### src/rtl/usb_irq_pkg.sv
package usb_irq_pkg;
    localparam int NFLAG     = 6;
    localparam int F_SUSP    = 0;
    localparam int F_RESUME  = 1;
    localparam int F_BRST    = 2;
    localparam int F_CFG     = 3;
    localparam int F_SOF     = 4;
    localparam int F_SETUP   = 5;
    localparam int STALL_BIT = 6;

    typedef enum logic [1:0] {
        IDLE_ACTIVE = 2'd0,
        IDLE_COUNT  = 2'd1,
        IDLE_SUSP   = 2'd2
    } idle_state_e;

    typedef enum logic {
        STALL_OFF = 1'b0,
        STALL_ON  = 1'b1
    } stall_state_e;
endpackage

### src/rtl/usb_idle_timer.sv
module usb_idle_timer
    import usb_irq_pkg::*;
#(
    parameter int CLK_PER_MS = 125000,
    parameter int IDLE_MS    = 3
) (
    input  logic clk,
    input  logic rst_n,
    input  logic bus_idle_i,
    output logic susp_set_o
);
    localparam int PRE_W = (CLK_PER_MS > 1) ? $clog2(CLK_PER_MS) : 1;
    localparam int MS_W  = $clog2(IDLE_MS + 1);
    localparam logic [PRE_W-1:0] PRE_LAST = PRE_W'(CLK_PER_MS - 1);
    localparam logic [MS_W-1:0]  MS_LAST  = MS_W'(IDLE_MS - 1);

    idle_state_e state_q, state_d;
    logic [PRE_W-1:0] pre_q;
    logic [MS_W-1:0]  ms_q;
    logic             term;

    assign term = (pre_q == PRE_LAST) && (ms_q == MS_LAST);

    always_ff @(posedge clk or negedge rst_n) begin
        if (!rst_n) state_q <= IDLE_ACTIVE;
        else        state_q <= state_d;
    end

    always_comb begin
        state_d = state_q;
        unique case (state_q)
            IDLE_ACTIVE: state_d = bus_idle_i ? IDLE_COUNT : IDLE_ACTIVE;
            IDLE_COUNT: begin
                if (!bus_idle_i) state_d = IDLE_ACTIVE;
                else if (term)   state_d = IDLE_SUSP;
                else             state_d = IDLE_COUNT;
            end
            IDLE_SUSP:   state_d = bus_idle_i ? IDLE_SUSP : IDLE_ACTIVE;
            default:     state_d = IDLE_ACTIVE;
        endcase
    end

    always_ff @(posedge clk or negedge rst_n) begin
        if (!rst_n) begin
            pre_q <= '0;
            ms_q  <= '0;
        end else if ((state_q != IDLE_COUNT) || !bus_idle_i) begin
            pre_q <= '0;
            ms_q  <= '0;
        end else if (pre_q == PRE_LAST) begin
            pre_q <= '0;
            ms_q  <= ms_q + 1'b1;
        end else begin
            pre_q <= pre_q + 1'b1;
        end
    end

    always_comb begin
        susp_set_o = (state_q == IDLE_COUNT) && bus_idle_i && term;
    end


    activity_restarts_chk: assert property (@(posedge clk) disable iff (!rst_n)
        !bus_idle_i |=> (state_q == IDLE_ACTIVE));

    suspend_holds_chk: assert property (@(posedge clk) disable iff (!rst_n)
        susp_set_o |=> (state_q == IDLE_SUSP) && !susp_set_o);
endmodule

### src/rtl/usb_status_flags.sv
module usb_status_flags
    import usb_irq_pkg::*;
(
    input  logic             clk,
    input  logic             rst_n,
    input  logic             setup_i,
    input  logic             sof_i,
    input  logic             bus_reset_i,
    input  logic             resume_i,
    input  logic             susp_set_i,
    input  logic             cfg_wr_i,
    input  logic [7:0]       cfg_val_i,
    input  logic             clr_wr_i,
    input  logic [NFLAG-1:0] keep_i,
    output logic [NFLAG-1:0] flags_o
);
    logic [7:0]       cfg_prev_q;
    logic             cfg_rise;
    logic [NFLAG-1:0] set_vec;
    logic [NFLAG-1:0] clr_vec;

    always_ff @(posedge clk or negedge rst_n) begin
        if (!rst_n)        cfg_prev_q <= '0;
        else if (cfg_wr_i) cfg_prev_q <= cfg_val_i;
    end

    assign cfg_rise = cfg_wr_i && (cfg_prev_q == '0) && (cfg_val_i != '0);

    always_comb begin
        set_vec          = '0;
        set_vec[F_SUSP]  = susp_set_i;
        set_vec[F_RESUME]= resume_i;
        set_vec[F_BRST]  = bus_reset_i;
        set_vec[F_CFG]   = cfg_rise;
        set_vec[F_SOF]   = sof_i;
        set_vec[F_SETUP] = setup_i;
        clr_vec          = clr_wr_i ? ~keep_i : '0;
    end

    for (genvar i = 0; i < NFLAG; i++) begin : g_flag
        always_ff @(posedge clk or negedge rst_n) begin
            if (!rst_n)          flags_o[i] <= 1'b0;
            else if (set_vec[i]) flags_o[i] <= 1'b1;
            else if (clr_vec[i]) flags_o[i] <= 1'b0;
        end
    end


    setup_sets_chk: assert property (@(posedge clk) disable iff (!rst_n)
        setup_i |=> flags_o[F_SETUP]);

    flag_sticky_chk: assert property (@(posedge clk) disable iff (!rst_n)
        (flags_o[F_SOF] && !(clr_wr_i && !keep_i[F_SOF])) |=> flags_o[F_SOF]);

    cfg_zero_no_flag_chk: assert property (@(posedge clk) disable iff (!rst_n)
        (!flags_o[F_CFG] && !(cfg_wr_i && cfg_val_i != 8'h00)) |=> !flags_o[F_CFG]);
endmodule

### src/rtl/usb_ep0_stall.sv
module usb_ep0_stall
    import usb_irq_pkg::*;
(
    input  logic clk,
    input  logic rst_n,
    input  logic set_req_i,
    input  logic setup_i,
    output logic stall_o
);
    stall_state_e state_q, state_d;

    always_ff @(posedge clk or negedge rst_n) begin
        if (!rst_n) state_q <= STALL_OFF;
        else        state_q <= state_d;
    end

    always_comb begin
        state_d = state_q;
        unique case (state_q)
            STALL_OFF: state_d = set_req_i ? STALL_ON : STALL_OFF;
            STALL_ON:  state_d = (setup_i && !set_req_i) ? STALL_OFF : STALL_ON;
            default:   state_d = STALL_OFF;
        endcase
    end

    always_comb begin
        stall_o = (state_q == STALL_ON);
    end


    setup_releases_chk: assert property (@(posedge clk) disable iff (!rst_n)
        (setup_i && !set_req_i) |=> !stall_o);

    write_wins_chk: assert property (@(posedge clk) disable iff (!rst_n)
        set_req_i |=> stall_o);
endmodule

### src/rtl/usb_dev_irq_ctrl.sv
module usb_dev_irq_ctrl
    import usb_irq_pkg::*;
#(
    parameter int CLK_PER_MS = 125000,
    parameter int IDLE_MS    = 3
) (
    input  logic       clk,
    input  logic       rst_n,
    input  logic       bus_idle_i,
    input  logic       sof_i,
    input  logic       setup_i,
    input  logic       bus_reset_i,
    input  logic       resume_i,
    input  logic       cfg_wr_i,
    input  logic [7:0] cfg_val_i,
    input  logic       cpu_sel_i,
    input  logic       cpu_wr_i,
    input  logic       cpu_addr_i,
    input  logic [7:0] cpu_wdata_i,
    output logic [7:0] cpu_rdata_o,
    output logic       irq_o,
    output logic       ep0_stall_o
);
    logic             wr_stat, wr_mask, susp_set, stall_req;
    logic [NFLAG-1:0] flags, mask_q;
    logic             unused_wdata;

    assign wr_stat      = cpu_sel_i && cpu_wr_i && !cpu_addr_i;
    assign wr_mask      = cpu_sel_i && cpu_wr_i &&  cpu_addr_i;
    assign stall_req    = wr_mask && cpu_wdata_i[STALL_BIT];
    assign unused_wdata = cpu_wdata_i[7];

    usb_idle_timer #(.CLK_PER_MS(CLK_PER_MS), .IDLE_MS(IDLE_MS)) u_idle (
        .clk(clk), .rst_n(rst_n), .bus_idle_i(bus_idle_i), .susp_set_o(susp_set)
    );

    usb_status_flags u_flags (
        .clk(clk), .rst_n(rst_n), .setup_i(setup_i), .sof_i(sof_i),
        .bus_reset_i(bus_reset_i), .resume_i(resume_i), .susp_set_i(susp_set),
        .cfg_wr_i(cfg_wr_i), .cfg_val_i(cfg_val_i), .clr_wr_i(wr_stat),
        .keep_i(cpu_wdata_i[NFLAG-1:0]), .flags_o(flags)
    );

    usb_ep0_stall u_stall (
        .clk(clk), .rst_n(rst_n), .set_req_i(stall_req), .setup_i(setup_i),
        .stall_o(ep0_stall_o)
    );

    always_ff @(posedge clk or negedge rst_n) begin
        if (!rst_n)       mask_q <= '0;
        else if (wr_mask) mask_q <= cpu_wdata_i[NFLAG-1:0];
    end

    always_ff @(posedge clk or negedge rst_n) begin
        if (!rst_n) irq_o <= 1'b0;
        else        irq_o <= |(flags & mask_q);
    end

    always_comb begin
        cpu_rdata_o = 8'h00;
        if (cpu_sel_i) begin
            cpu_rdata_o[NFLAG-1:0] = cpu_addr_i ? mask_q : flags;
        end
    end


    irq_quiet_chk: assert property (@(posedge clk) disable iff (!rst_n)
        ((flags & mask_q) == '0) |=> !irq_o);

    always_comb begin
        reserved_zero_chk: assert (cpu_rdata_o[7:6] == 2'b00);
    end
endmodule

### config.mk
export PLATFORM = sky130hd
export DESIGN_NAME = usb_dev_irq_ctrl
export DESIGN_NICKNAME = d
export VERILOG_FILES = /design/src/rtl/usb_irq_pkg.sv /design/src/rtl/usb_idle_timer.sv /design/src/rtl/usb_status_flags.sv /design/src/rtl/usb_ep0_stall.sv /design/src/rtl/usb_dev_irq_ctrl.sv
export SDC_FILE = /design/constraint.sdc
export NUM_CORES = 1
export LEC_CHECK = 0
export CORE_AREA = 2 2 75 77
export CTS_CLUSTER_DIAMETER = 120
export DETAILED_ROUTE_END_ITERATION = 8
export DIE_AREA = 0 0 77 79
export GPL_TIMING_DRIVEN = 0
export SYNTH_ARGS = -nofsm -noshare
export SYNTH_HDL_FRONTEND = slang
export SYNTH_SLANG_ARGS = --single-unit
### constraint.sdc
create_clock -name clk -period 2.3 [get_ports clk]
set_input_delay 0.345 -clock clk [delete_from_list [all_inputs] [get_ports clk]]
set_output_delay 0.345 -clock clk [all_outputs]
set_load 0.005 [all_outputs]
==> impl_results.md <==
- Post-synthesis adder-cell area fraction: 1.21%
- Fin crit share: 89.1%
- Core Region: 0.00534 mm²
- Setup crit end: u_idle.pre_q[0]
- I/O pin count: 37
- Critical path origin: u_idle.pre_q[4]
- Drc violations: 0
- Ys flop type: dfrtp_1
- Clock skew: 6.70 ps
- Maxcap violations: 0
- Slowest cell on crit path: or4b_1
- Area Overhead vs Synth: 25.0%
- Critical path required time: 2490 ps
- Ant diodes: 0
- Area share of the largest cell type after synthesis: 52.0%
- Fin Setup TNS: 0 ps
- Share of cells above drive strength 1: 14.4%
- Fmax achieved: 488 MHz
- Avg Cell Area, Syn: 11.1 µm²
- Seq/Total Area, Yosys: 52.0%
- CP Capture Type: flip-flop
- Lkg Pwr: 0.00104 µW
- Reg2reg start: u_idle.pre_q[4]
- Total wire length: 4020 µm
- Mapped Cells: 187
- Final min period: 2050 ps
- Post_cts resized: 0
- Worst-path fanout max: 10
- TritonCTS Buffers: 5
- Synth top area cells: dfrtp_1, mux2_2, xnor2_1
- Die Width: 77 µm
- Final-layout fill cell count: 533
- Flops & latches, synth: 43
- Synth Area in Compound Gates: 4.96%
- Largest area contributor in the netlist: dfrtp_1
- Unique cell type count in the Yosys netlist: 38
- Status: finished clean
- Post-DP HPWL: 2820 µm
- Clk sink count: 43
- Top layer in use: met4
- Avg WL per Cell: 13.3 µm
- Worst path depth: 6
- PortBufs: 31
- Core Rows: 27
- Met3 wire length: 254 µm
- Largest net degree at the start of global routing: 33
- Endpoints failing setup: 0
- CP top delay family: simple AND/OR/NAND/NOR gates
- Register clock-pin slew on the reported worst setup and hold paths: 90 ps
- Register area: 0.00108 mm²
- Hold Fails Final Rpt: 0
- Simple-gate share of the synthesized area: 19.8%
- Clk root buf: clkbuf_8
- Buf/Inv on CP: 2
- Post-synth EDFFs: 0
- Post-Synth XOR/XNOR Area: 5.93%
- Critical path startpoint category: flip-flop
- Reg2Reg Capture Point: u_idle.pre_q[0]
- VDD IR-drop max: 0.000432 V
- Die Area: 0.00608 mm²
- Setup Buffers After CTS: 0
- Multi-input logic area: 896 µm²
- Clock latency on the worst-skew pair: 300 ps
- First-pass DRT Iterations: 4
- DRT met1 WL: 1970 µm
- Via density: 4.86
- Routability cong.: 0.767
- Htree depth: 2
- Mapped Area: 0.00207 mm²
- Chip height: 79 µm
- Starting Density: 38.7%
- Routed Antenna Nets: 0
- Initial antenna violation count: 0
- Asr flop ratio synth: 100%
- DR vias: 1464
- Rel. slew slack: 61.0%
- R2R setup slack: 250 ps
- RSZ-0062 raised after global routing: no
- Kind of critical path: flip-flop to flip-flop
- CTS tree: yes
- Max-slew violation count: 0
- Worst Max-Slew Pin Slew: 579 ps
- Critical Path, Cell by Cell: or4b_1 -> nor4_4 -> nand2b_1 -> buf_6 -> buf_12 -> nor2_1
- Nets: 257
- First-pass GRT wire length: 6920 µm
- Grt ovf: 0
- Register-to-Register Path Depth: 6
- Slowest stage delay, CP: 580 ps
- Met2 wire length: 1710 µm
- Ys Warns: 0
- Main combinational cell family by area after synthesis: simple AND/OR/NAND/NOR gates
- Post-synthesis mux area share: 11.0%
- Gr usage total: 14.4%
- CTS Hold Buffers Added: 1
- Crit path DAT: 2240 ps
- Pwr/cell area: 583 mW/mm²
- Vias in the first global route: 1466
- Hold WS: 463 ps
- Initial drt markers: 61
- Max Root-Sink Buffers: 2
- Hold Crit Class: flip-flop to flip-flop
-- per-stage QoR --
step	cell area (µm²)	total power (µW)	instances	setup WS (ps)	utilization [%]
5_1_grt	2590	1580	301	168	48.5
4_1_cts	2590	1530	301	243	48.5
3_3_place_gp	2470	1030	291	-307	46.3
3_5_place_dp	2490	1040	292	252	46.6
6_report	2590	1510	301	250	48.5
2_1_floorplan	2070	927	188	427	-
-- cell families after synthesis --
| group | Yosys count |
|---|---|
| other cells | 1 |
| simple gates | 72 |
| fa+ha+maj | 2 |
| buf+inv | 18 |
| compound gates | 16 |
| flops | 43 |
| mux | 21 |
| xor+xnor | 14 |
-- area by class of cell --
| type | instances | area share, % |
|---|---|---|
| Sequential cell | 43 | 41.6 |
| Timing Repair Buffer | 33 | 13.0 |
| Buffer | 8 | 2.42 |
| Inverter | 10 | 1.45 |
| Clock buffer | 5 | 2.66 |
| Clock inverter | 3 | 0.774 |
| Multi-Input combinational cell | 127 | 34.6 |
| Tap cell | 72 | 3.48 |
-- cell usage after synthesis (2+ instances only) --
cell,number
buf_4,2
a22oi_1,3
xnor2_1,11
mux2i_1,7
dfrtp_1,43
or3_1,2
clkbuf_1,3
nor2b_1,6
nand2b_1,5
mux2_2,14
nand3_1,10
o21ai_0,6
nand4_1,2
nor2_1,18
nor4_1,7
nand4b_1,3
a21oi_1,2
ha_1,2
xor2_1,3
nand3b_1,3
nor3_1,3
nand2_1,7
inv_1,10
-- worst min path at each step --
stage	from	to	slack [ps]	depth (start not counted)
after floorplan	rst_n	irq_o	50	0
after global placement	u_flags.cfg_prev_q[2]	u_flags.flags_o[3]	440	1
after detailed placement	rst_n	mask_q[1]	250	1
after CTS	u_flags.cfg_prev_q[3]	u_flags.flags_o[3]	470	1
after global routing	rst_n	u_flags.flags_o[1]	480	2
final	u_flags.cfg_prev_q[3]	u_flags.flags_o[3]	460	1
-- metal layers --
metal	vias up	GRT usage, %
li1	726	-
met1	694	19.8
met2	36	21.1
met3	8	4.55
met4	0	5.71
met5	-	0
-- where the power goes --
group | internal, µW | switching, µW
sequential | 799 | 27.0
clock | 212 | 276
combinational | 121 | 73.8
-- cells in the final DEF (no fill, tap or decap), types with 5 or more instances in the layout --
cell type,count
dfrtp_1,43
clkdlybuf4s50_1,30
nor2_1,18
mux2_2,14
xnor2_1,11
inv_1,10
nand3_1,10
nor4_1,7
nand2_1,7
mux2i_1,7
nor2b_1,6
o21ai_0,6
nand2b_1,5
clkbuf_8,5
-- state kept, by name (all words and copies together) (netlist names) --
register	count
irq_o	1
mask_q	6
u_flags.cfg_prev_q	8
u_flags.flags_o	6
u_idle.ms_q	2
u_idle.pre_q	17
u_idle.state_q	2
u_stall.stall_o	1
-- worst reg2reg max path: cells and delay by family (launching register included) --
| family | cells | cell delay, ps |
|---|---|---|
| and+or+nand+nor | 4 | 1240 |
| buffers and inverters | 2 | 270 |
| DFF | 1 | 430 |
Power figures use the tool's default switching activity.
